--- src/rtl/obk_pkg.sv ---
package obk_pkg;

  // Register selects on the write port
  localparam logic [2:0] SEL_BP0  = 3'd0;
  localparam logic [2:0] SEL_BP1  = 3'd1;
  localparam logic [2:0] SEL_MASK = 3'd2;
  localparam logic [2:0] SEL_CTRL = 3'd3;
  localparam logic [2:0] SEL_CLR  = 3'd4;

  // Access size codes
  localparam logic [1:0] SZ_BYTE = 2'b00;
  localparam logic [1:0] SZ_HALF = 2'b01;
  localparam logic [1:0] SZ_WORD = 2'b10;

  typedef enum logic [1:0] {
    HIT_NONE = 2'b00,
    HIT_PT0  = 2'b01,
    HIT_PT1  = 2'b10,
    HIT_RNG  = 2'b11
  } hit_code_e;

  // Control word, packed so that bit 0 is pt0_en
  typedef struct packed {
    logic [1:0] rw_q;
    logic [1:0] sz_q;
    logic       msk_en;
    logic       rng_en;
    logic       pt1_en;
    logic       pt0_en;
  } ctrl_t;

  localparam int CTRL_W = $bits(ctrl_t);

endpackage

--- src/rtl/obk_regs.sv ---
module obk_regs
  import obk_pkg::*;
#(
  parameter int AW = 32
) (
  input  logic          clk,
  input  logic          rst_n,
  input  logic          reg_we,
  input  logic [2:0]    reg_sel,
  input  logic [AW-1:0] reg_wdata,
  output logic [AW-1:0] bp_q [2],
  output logic [AW-1:0] mask_q,
  output ctrl_t         cfg_q,
  output logic          clr_req
);

  localparam int NBP = 2;

  generate
    for (genvar i = 0; i < NBP; i++) begin : g_bp
      always_ff @(posedge clk or negedge rst_n) begin
        if (!rst_n) begin
          bp_q[i] <= '0;
        end else if (reg_we && reg_sel == 3'(SEL_BP0 + i)) begin
          bp_q[i] <= reg_wdata;
        end
      end
    end
  endgenerate

  always_ff @(posedge clk or negedge rst_n) begin
    if (!rst_n) begin
      mask_q <= '0;
    end else if (reg_we && reg_sel == SEL_MASK) begin
      mask_q <= reg_wdata;
    end
  end

  always_ff @(posedge clk or negedge rst_n) begin
    if (!rst_n) begin
      cfg_q <= '0;
    end else if (reg_we && reg_sel == SEL_CTRL) begin
      cfg_q <= ctrl_t'(reg_wdata[CTRL_W-1:0]);
    end
  end

  assign clr_req = reg_we && (reg_sel == SEL_CLR);

endmodule

--- src/rtl/obk_match.sv ---
module obk_match
  import obk_pkg::*;
#(
  parameter int AW = 32
) (
  input  logic          acc_valid,
  input  logic [AW-1:0] acc_addr,
  input  logic [1:0]    acc_size,
  input  logic          acc_write,
  input  logic [AW-1:0] bp_q [2],
  input  logic [AW-1:0] mask_q,
  input  ctrl_t         cfg_q,
  output logic          hit,
  output hit_code_e     code
);

  localparam int NBP = 2;

  logic [1:0]    sz_eff;
  logic [AW-1:0] mk;
  logic [AW-1:0] lane_ign;
  logic [AW-1:0] pt_ign;
  logic [NBP-1:0] pt_en;
  logic [NBP-1:0] pt_hit;
  logic          rng_hit;
  logic          sz_ok;
  logic          rw_ok;

  assign sz_eff = (acc_size == 2'b11) ? SZ_WORD : acc_size;
  assign mk     = cfg_q.msk_en ? mask_q : '0;

  always_comb begin
    lane_ign = '0;
    case (sz_eff)
      SZ_HALF: lane_ign[0]   = 1'b1;
      SZ_WORD: lane_ign[1:0] = 2'b11;
      default: lane_ign      = '0;
    endcase
  end

  assign pt_ign = mk | lane_ign;
  assign pt_en  = {cfg_q.pt1_en, cfg_q.pt0_en};

  generate
    for (genvar i = 0; i < NBP; i++) begin : g_pt
      assign pt_hit[i] = pt_en[i] && (((acc_addr ^ bp_q[i]) & ~pt_ign) == '0);
    end
  endgenerate

  logic [AW-1:0] a_m, lo_m, hi_m;
  assign a_m  = acc_addr & ~mk;
  assign lo_m = bp_q[0]  & ~mk;
  assign hi_m = bp_q[1]  & ~mk;
  assign rng_hit = cfg_q.rng_en && (a_m > lo_m) && (a_m < hi_m);

  assign sz_ok = (cfg_q.sz_q == 2'b00) || (cfg_q.sz_q == 2'(sz_eff + 2'd1));
  assign rw_ok = acc_write ? cfg_q.rw_q[1] : cfg_q.rw_q[0];

  assign hit = acc_valid && sz_ok && rw_ok && ((|pt_hit) || rng_hit);

  always_comb begin
    if (pt_hit[0])      code = HIT_PT0;
    else if (pt_hit[1]) code = HIT_PT1;
    else if (rng_hit)   code = HIT_RNG;
    else                code = HIT_NONE;
  end

endmodule

--- src/rtl/obk_status.sv ---
module obk_status
  import obk_pkg::*;
(
  input  logic      clk,
  input  logic      rst_n,
  input  logic      hit,
  input  hit_code_e code,
  input  logic      clr_req,
  output logic      brk_pulse,
  output logic [1:0] brk_status
);

  always_ff @(posedge clk or negedge rst_n) begin
    if (!rst_n) begin
      brk_pulse  <= 1'b0;
      brk_status <= HIT_NONE;
    end else begin
      brk_pulse <= hit;
      if (hit) begin
        brk_status <= code;
      end else if (clr_req) begin
        brk_status <= HIT_NONE;
      end
    end
  end

endmodule

--- src/rtl/opnd_brk_cmp.sv ---
module opnd_brk_cmp
  import obk_pkg::*;
#(
  parameter int AW = 32
) (
  input  logic          clk,
  input  logic          rst_n,
  input  logic          acc_valid,
  output logic          acc_ready,
  input  logic [AW-1:0] acc_addr,
  input  logic [1:0]    acc_size,
  input  logic          acc_write,
  input  logic          reg_we,
  input  logic [2:0]    reg_sel,
  input  logic [AW-1:0] reg_wdata,
  output logic          brk_pulse,
  output logic [1:0]    brk_status
);

  logic [AW-1:0] bp_q [2];
  logic [AW-1:0] mask_q;
  ctrl_t         cfg_q;
  logic          clr_req;
  logic          hit;
  hit_code_e     code;

  assign acc_ready = 1'b1;

  obk_regs #(.AW(AW)) u_regs (
    .clk      (clk),
    .rst_n    (rst_n),
    .reg_we   (reg_we),
    .reg_sel  (reg_sel),
    .reg_wdata(reg_wdata),
    .bp_q     (bp_q),
    .mask_q   (mask_q),
    .cfg_q    (cfg_q),
    .clr_req  (clr_req)
  );

  obk_match #(.AW(AW)) u_match (
    .acc_valid(acc_valid),
    .acc_addr (acc_addr),
    .acc_size (acc_size),
    .acc_write(acc_write),
    .bp_q     (bp_q),
    .mask_q   (mask_q),
    .cfg_q    (cfg_q),
    .hit      (hit),
    .code     (code)
  );

  obk_status u_status (
    .clk       (clk),
    .rst_n     (rst_n),
    .hit       (hit),
    .code      (code),
    .clr_req   (clr_req),
    .brk_pulse (brk_pulse),
    .brk_status(brk_status)
  );

endmodule

--- config.mk ---
export PLATFORM = sky130hd
export DESIGN_NAME = opnd_brk_cmp
export DESIGN_NICKNAME = d
export VERILOG_FILES = /design/src/rtl/obk_pkg.sv /design/src/rtl/obk_regs.sv /design/src/rtl/obk_match.sv /design/src/rtl/obk_status.sv /design/src/rtl/opnd_brk_cmp.sv
export SDC_FILE = /design/constraint.sdc
export NUM_CORES = 1
export LEC_CHECK = 0
export ABC_AREA = 0
export ABC_CLOCK_PERIOD_IN_PS = 8200
export BUFFER_PORTS_ARGS = -buffer_cell sky130_fd_sc_hd__buf_2
export CAP_MARGIN = 20
export CORE_ASPECT_RATIO = 2
export CORE_MARGIN = 2
export CORE_UTILIZATION = 53
export CTS_CLUSTER_SIZE = 30
export DETAILED_ROUTE_END_ITERATION = 12
export PLACE_DENSITY = 0.82
export SETUP_SLACK_MARGIN = 0.1
export SKIP_CTS_REPAIR_TIMING = 1
export SLEW_MARGIN = 25
export SYNTH_ARGS = -nofsm -noshare
export SYNTH_HDL_FRONTEND = slang
export SYNTH_HIERARCHICAL = 1
export SYNTH_SLANG_ARGS = --single-unit
export TNS_END_PERCENT = 10
--- constraint.sdc ---
create_clock -name clk -period 8.2 [get_ports clk]
set_input_delay 1.23 -clock clk [delete_from_list [all_inputs] [get_ports clk]]
set_output_delay 1.23 -clock clk [all_outputs]
set_load 0.02 [all_outputs]
# Yosys cells after proc, flatten, opt, wreduce, memory -nomap -nowiden
# Index checks and enable logic that the tools add are counted.
# op_classes
add_sub_neg	1
bitwise_logic	10
n_eq_ne	8
n_mux	10
order_cmp	2
reduce_logical	21
# op_table
operator	count
AND 32 bit	5
logical NOT 32 bit	2
NOT 32 bit	2
XOR 32 bit	2
greater-than comparator 32 bit	1
< comparator 32 bit	1
2-to-1 mux 32 bit	1
OR 32 x 2 -> 32 bit	1
logical AND 1 bit	12
2-to-1 mux 2 bit	6
equality test 3 x 2 -> 1 bit, second input constant	2
equality test 2 bit, second input constant	2
OR reduction 2 bit	2
equality test 3 x 1 -> 1 bit, second input constant	1
equality test 3 bit, second input constant	1
logical NOT 3 bit	1
2-to-1 mux 1 bit	3
adder 2 x 1 -> 2 bit, second input constant	1
equality test 2 x 1 -> 1 bit, second input constant	1
equality test 2 bit	1
logical NOT 2 bit	1
logical OR 1 bit	2
nonzero test 2 bit	1
# totals
in_bits	74
word_cells	63
out_inout_bits	4
regBits	107

# Logic depth before layout (Yosys ltp)
# depth
ltp_word	14
ltp_mapped	15
depth_no_buf	12

# Cells and area by module
# Netlist, hierarchy kept.
# modules_own_cells
module	area_each_um2	cells_each	n_inst	seq_area_each_um2
obk_regs	3946.3	225	1	2602.5
obk_match	3084.2	451	1	0.0
obk_status	108.9	9	1	75.1
opnd_brk_cmp	11.3	2	1	0.0

# Worst setup path after synthesis
# Ideal clock, no wire load.
# synth_path
path_kind	register -> register
from	reg u_regs/cfg_q[3] (netlist name)
to	reg u_status.brk_status[0]
setup_time_ps	74
required_ps	8126
arrival_ps	3664
path_stages_with_launch	16
slack_ps	4462
period_less_slack_ps	3738
n_path_buf	3
path_cell_list	dfrtp_1 -> buf_2 -> buf_1 -> clkbuf_1 -> nand2_1 -> and2_1 -> ha_1 -> nand4_1 -> nor4_1 -> nand2_1 -> or4_1 -> o211a_1 -> and3_1 -> o31a_2 -> nand2b_1 -> o21ai_2
# synth_via
elab_chain_len	10
word_cells_on_any_way	25
classes_between	2 x order compare; 5 x mux; 8 x bitwise; 10 x reduce/logical
# synth_lines
item	line	rtl
2-to-1 mux 32 bit (*)	obk_match.sv:30	assign mk = cfg_q.msk_en ? mask_q : '0;
parallel branches: the longest is 6 deep, another holds greater-than comparator 32 bit	-	
logical OR 1 bit (*)	obk_match.sv:59	assign hit = acc_valid && sz_ok && rw_ok && ((|pt_hit) || rng_hit);
logical AND 1 bit (*)	obk_match.sv:59	
via hit	opnd_brk_cmp.sv:24	logic hit;
2-to-1 mux 2 bit or nonzero test 2 bit (tied branches)	-	
end signal: assignment	obk_status.sv:20	brk_status <= code;
end: declaration	obk_status.sv:10	output logic [1:0] brk_status
# Mark *: on every way through the listed nets, which the timed path passes.
# A chain may end at the register's enable or synchronous reset.

# Worst setup path after layout
# layout_path
from	reg u_regs/cfg_q[3] (netlist name)
to	reg u_status.brk_status[0]
# layout_via
elab_chain_len	10
word_cells_on_any_way	25
classes_between	2 x order compare; 5 x mux; 8 x bitwise; 10 x reduce/logical
# layout_lines
item	line
2-to-1 mux 32 bit (*)	obk_match.sv:30
parallel branches: the longest is 6 deep, another holds greater-than comparator 32 bit	-
logical OR 1 bit (*)	obk_match.sv:59
logical AND 1 bit (*)	obk_match.sv:59
via hit	opnd_brk_cmp.sv:24
2-to-1 mux 2 bit or nonzero test 2 bit (tied branches)	-
# Marks and branches as above.

==> reports/metrics.yaml <==
irDropWorstVdd_mv: 0.146
areaGrowthSynthToFinish_pct: 10.9
grt_max_degree: 56
slew_headroom_pct: 55.0
ys_ff_latch: 107
finalPower_mw: 1.93
drt_iter0_markers: 303
hold_viol_final: 0
synthTopCellsByArea: "dfrtp_1 37%, mux2_2 14%, ha_1 11%"
comb_power_share_pct: 39.4
intPower_mw: 1.19
cp-end-kind: "flip-flop"
die_y_um: 168
die_area_sq_mm: 0.0145
num_vias: 5698
power_density_mw_per_mm2: 243
critPathArrivalTime_ps: 4430
synth_edf_count: 0
diodes: 0
finalSetupTns_ps: 0
cts-root-buf: "clkbuf_16"
final_area_sq_mm: 0.00793
min_period_over_period_pct: 50.7
p_switching_mw: 0.736
drive_gt1_share_pct: 25.5
grt_first_pass_wirelength_um: 31600
worst_slew_pin_slew_ps: 676
timing.final.max_slew_violations: 0
clk_pin_slew_worst_paths_ps: 70
finalWirelength_um: 20000
synth_top_cell_by_area: "dfrtp_1"
cp-start-kind: "flip-flop"
p_sw_share_pct: 38.2
worstHoldPathType: "reg2reg"
outcome: "completed"
ys_types: 56
grt_pass1_vias: 5918
ys_warn_count: 6
seqPwrFrac_pct: 40.0
fmax_mhz: 240
fin_nets: 898
grt_antenna_before_repair: 0
setup_violations: 0
hpwl_um: 15900
insertion_delay_ps: 340
post-route-min-period_ps: 4160
rsz0062_at_grt: "no"
htreeDepth: 3
syn_inst: 687
initial_core_util_pct: 53.8
port_buffers: 76
viasPerCell: 6.17
cts.path.max_buffers: 2
clock_sinks: 107
worstPathRequired_ps: 8480
synth.net_count: 822
synth_area_per_cell_sq_um: 10.4
dp_slack_ps: 3990
fillers: 1121
gp_congestion: 0.988
setup_ws_ps: 4040
numCtsBuffers: 9
crit_path_max_fanout: 35
synthFlopType: "dfrtp_1"
drc: 0
netlist_area_sq_mm: 0.00715
synth_top_area_share_pct: 37.4
synth-async-reset-ratio_pct: 100
chipWidth_um: 86.1
io_pins: 78
fin_skew_ps: 6.53
placementRows: 60
cap_viol_max_count: 0
ant_nets: 0
worstSetupPathType: "reg2reg"
overflow: 0
cts_tree: "yes"
leakage_nw: 3.51
yosysSeqAreaShare_pct: 37.4
drtPass1Iterations: 5
clkPwrFrac_pct: 20.7
dpl_cell_area_sq_mm: 0.00766
post_drt_wl_per_cell_um: 21.7
grt_usage_pct: 28.7
core_sq_mm: 0.0133
area by class of cell:
type	instances	area (sq um)	area share (%)
multi-input cells	560	4350	54.9
flip-flops and latches	107	2680	33.8
repair buffers	81	420	5.30
clock buffers	11	233	2.93
well taps	155	194	2.45
clock inverters	5	38.8	0.489
inverters	4	15.0	0.189
state kept, by name (all words and copies together) (netlist names):
signal and cells:
u_regs/bp_q 64, u_regs/mask_q 32, u_regs/cfg_q 8, u_status/brk_status 2, u_status/brk_pulse 1
layout by cell type, fill, tap and decap left out, types with 6 or more instances in the layout:
| cell | Yosys | final |
|---|---|---|
| dfrtp_1 | 107 | 107 |
| mux2_1 | 16 | 16 |
| o22ai_1 | 19 | 19 |
| a21oi_1 | 22 | 22 |
| xnor2_1 | 50 | 50 |
| xor2_1 | 11 | 11 |
| clkbuf_16 | 0 | 9 |
| nor2_1 | 12 | 12 |
| or4_1 | 6 | 6 |
| nor4_1 | 8 | 8 |
| mux2_2 | 89 | 89 |
| buf_2 | 3 | 75 |
| o21ai_0 | 19 | 19 |
| ha_1 | 61 | 61 |
| nand3_1 | 9 | 9 |
| nand2_1 | 119 | 119 |
| and2_1 | 31 | 31 |
| a211oi_1 | 10 | 10 |
| nand4_1 | 17 | 17 |
| a21o_1 | 6 | 6 |
| buf_4 | 1 | 6 |
critical path: stages, from the launching register on:
cell      delay, ps
dfrtp_1         520
buf_4           440
nand2_1         210
and2_1          230
ha_1            310
nand3_1         150
nor4_1          570
nand2_1         180
or4_1           430
o211a_1         150
and3_1          200
o31a_2          380
nand2b_1        170
o21ai_2         110
metrics by stage:
step | util [%] | hold WS, ps | instances
3_3_place_gp | 57.6 | 483 | 907
6_report | 59.7 | 510 | 923
3_5_place_dp | 57.6 | 499 | 907
4_1_cts | 59.7 | 517 | 923
2_1_floorplan | - | 473 | 687
5_1_grt | 59.7 | 530 | 923
layer usage:
| metal | GRT usage, % | routed length [um] |
|---|---|---|
| met5 | 0 | 0 |
| met4 | 14.8 | 1110 |
| met3 | 3.48 | 746 |
| met2 | 49.9 | 10200 |
| met1 | 34.0 | 7930 |
synthesized netlist by cell type, types with 2 or more instances:
| library cell | n |
|---|---|
| xor2_1 | 11 |
| buf_6 | 9 |
| o22ai_1 | 19 |
| o21bai_1 | 3 |
| dfrtp_1 | 107 |
| nand2_1 | 119 |
| mux2_2 | 89 |
| nor2b_1 | 3 |
| mux2_1 | 16 |
| o211a_1 | 2 |
| nor3_1 | 5 |
| a221oi_1 | 2 |
| nor2_1 | 12 |
| xnor2_1 | 50 |
| and4_1 | 3 |
| or3_1 | 2 |
| clkbuf_1 | 2 |
| a211oi_1 | 10 |
| a21o_1 | 6 |
| and2_1 | 31 |
| or4_1 | 6 |
| o2111ai_1 | 2 |
| nor4bb_1 | 2 |
| nand4_1 | 17 |
| and3_1 | 2 |
| o21ai_0 | 19 |
| nand3_1 | 9 |
| a22oi_1 | 2 |
| a21oi_1 | 22 |
| xnor2_2 | 3 |
| o221ai_1 | 2 |
| inv_1 | 4 |
| ha_1 | 61 |
| nand2b_1 | 4 |
| buf_2 | 3 |
| nor4_1 | 8 |
power groups by stage:
stage               Sequential, mW  Clock [mW]  Combinational (mW)
global placement             0.772           0               0.728
finish                       0.770       0.399               0.759
detailed placement           0.780           0               0.740
floorplan                    0.733           0               0.523
global route                 0.786       0.432               0.833
CTS                          0.770       0.408               0.750
cell families (layout without fill, tap and decap cells):
kind of cell	after synthesis	count (layout)	synth area share (%)
DFF	107	107	37.4
muxes	105	105	16.5
and+or+nand+nor	229	229	15.9
buffers and inverters	20	101	2.10
other	1	1	0.0524
adders and majority gates	61	61	10.7
AOI/OAI and AO/OA	100	100	9.12
xor gates and xnor gates	64	64	8.15
worst paths after layout:
path	start	slack, ps	depth (start not counted)	endpoint
max	u_regs/cfg_q[3]	4040	13	u_status/brk_status[0]
min	u_regs/cfg_q[7]	510	1	u_regs/cfg_q[7]
max reg2reg	u_regs/cfg_q[3]	4040	13	u_status/brk_status[0]
min reg2reg	u_regs/cfg_q[7]	510	1	u_regs/cfg_q[7]
max in group asynchronous	rst_n	6170	2	u_regs/bp_q[7]
min in group asynchronous	rst_n	910	1	u_regs/bp_q[24]
(Power assumes the default switching activity.)
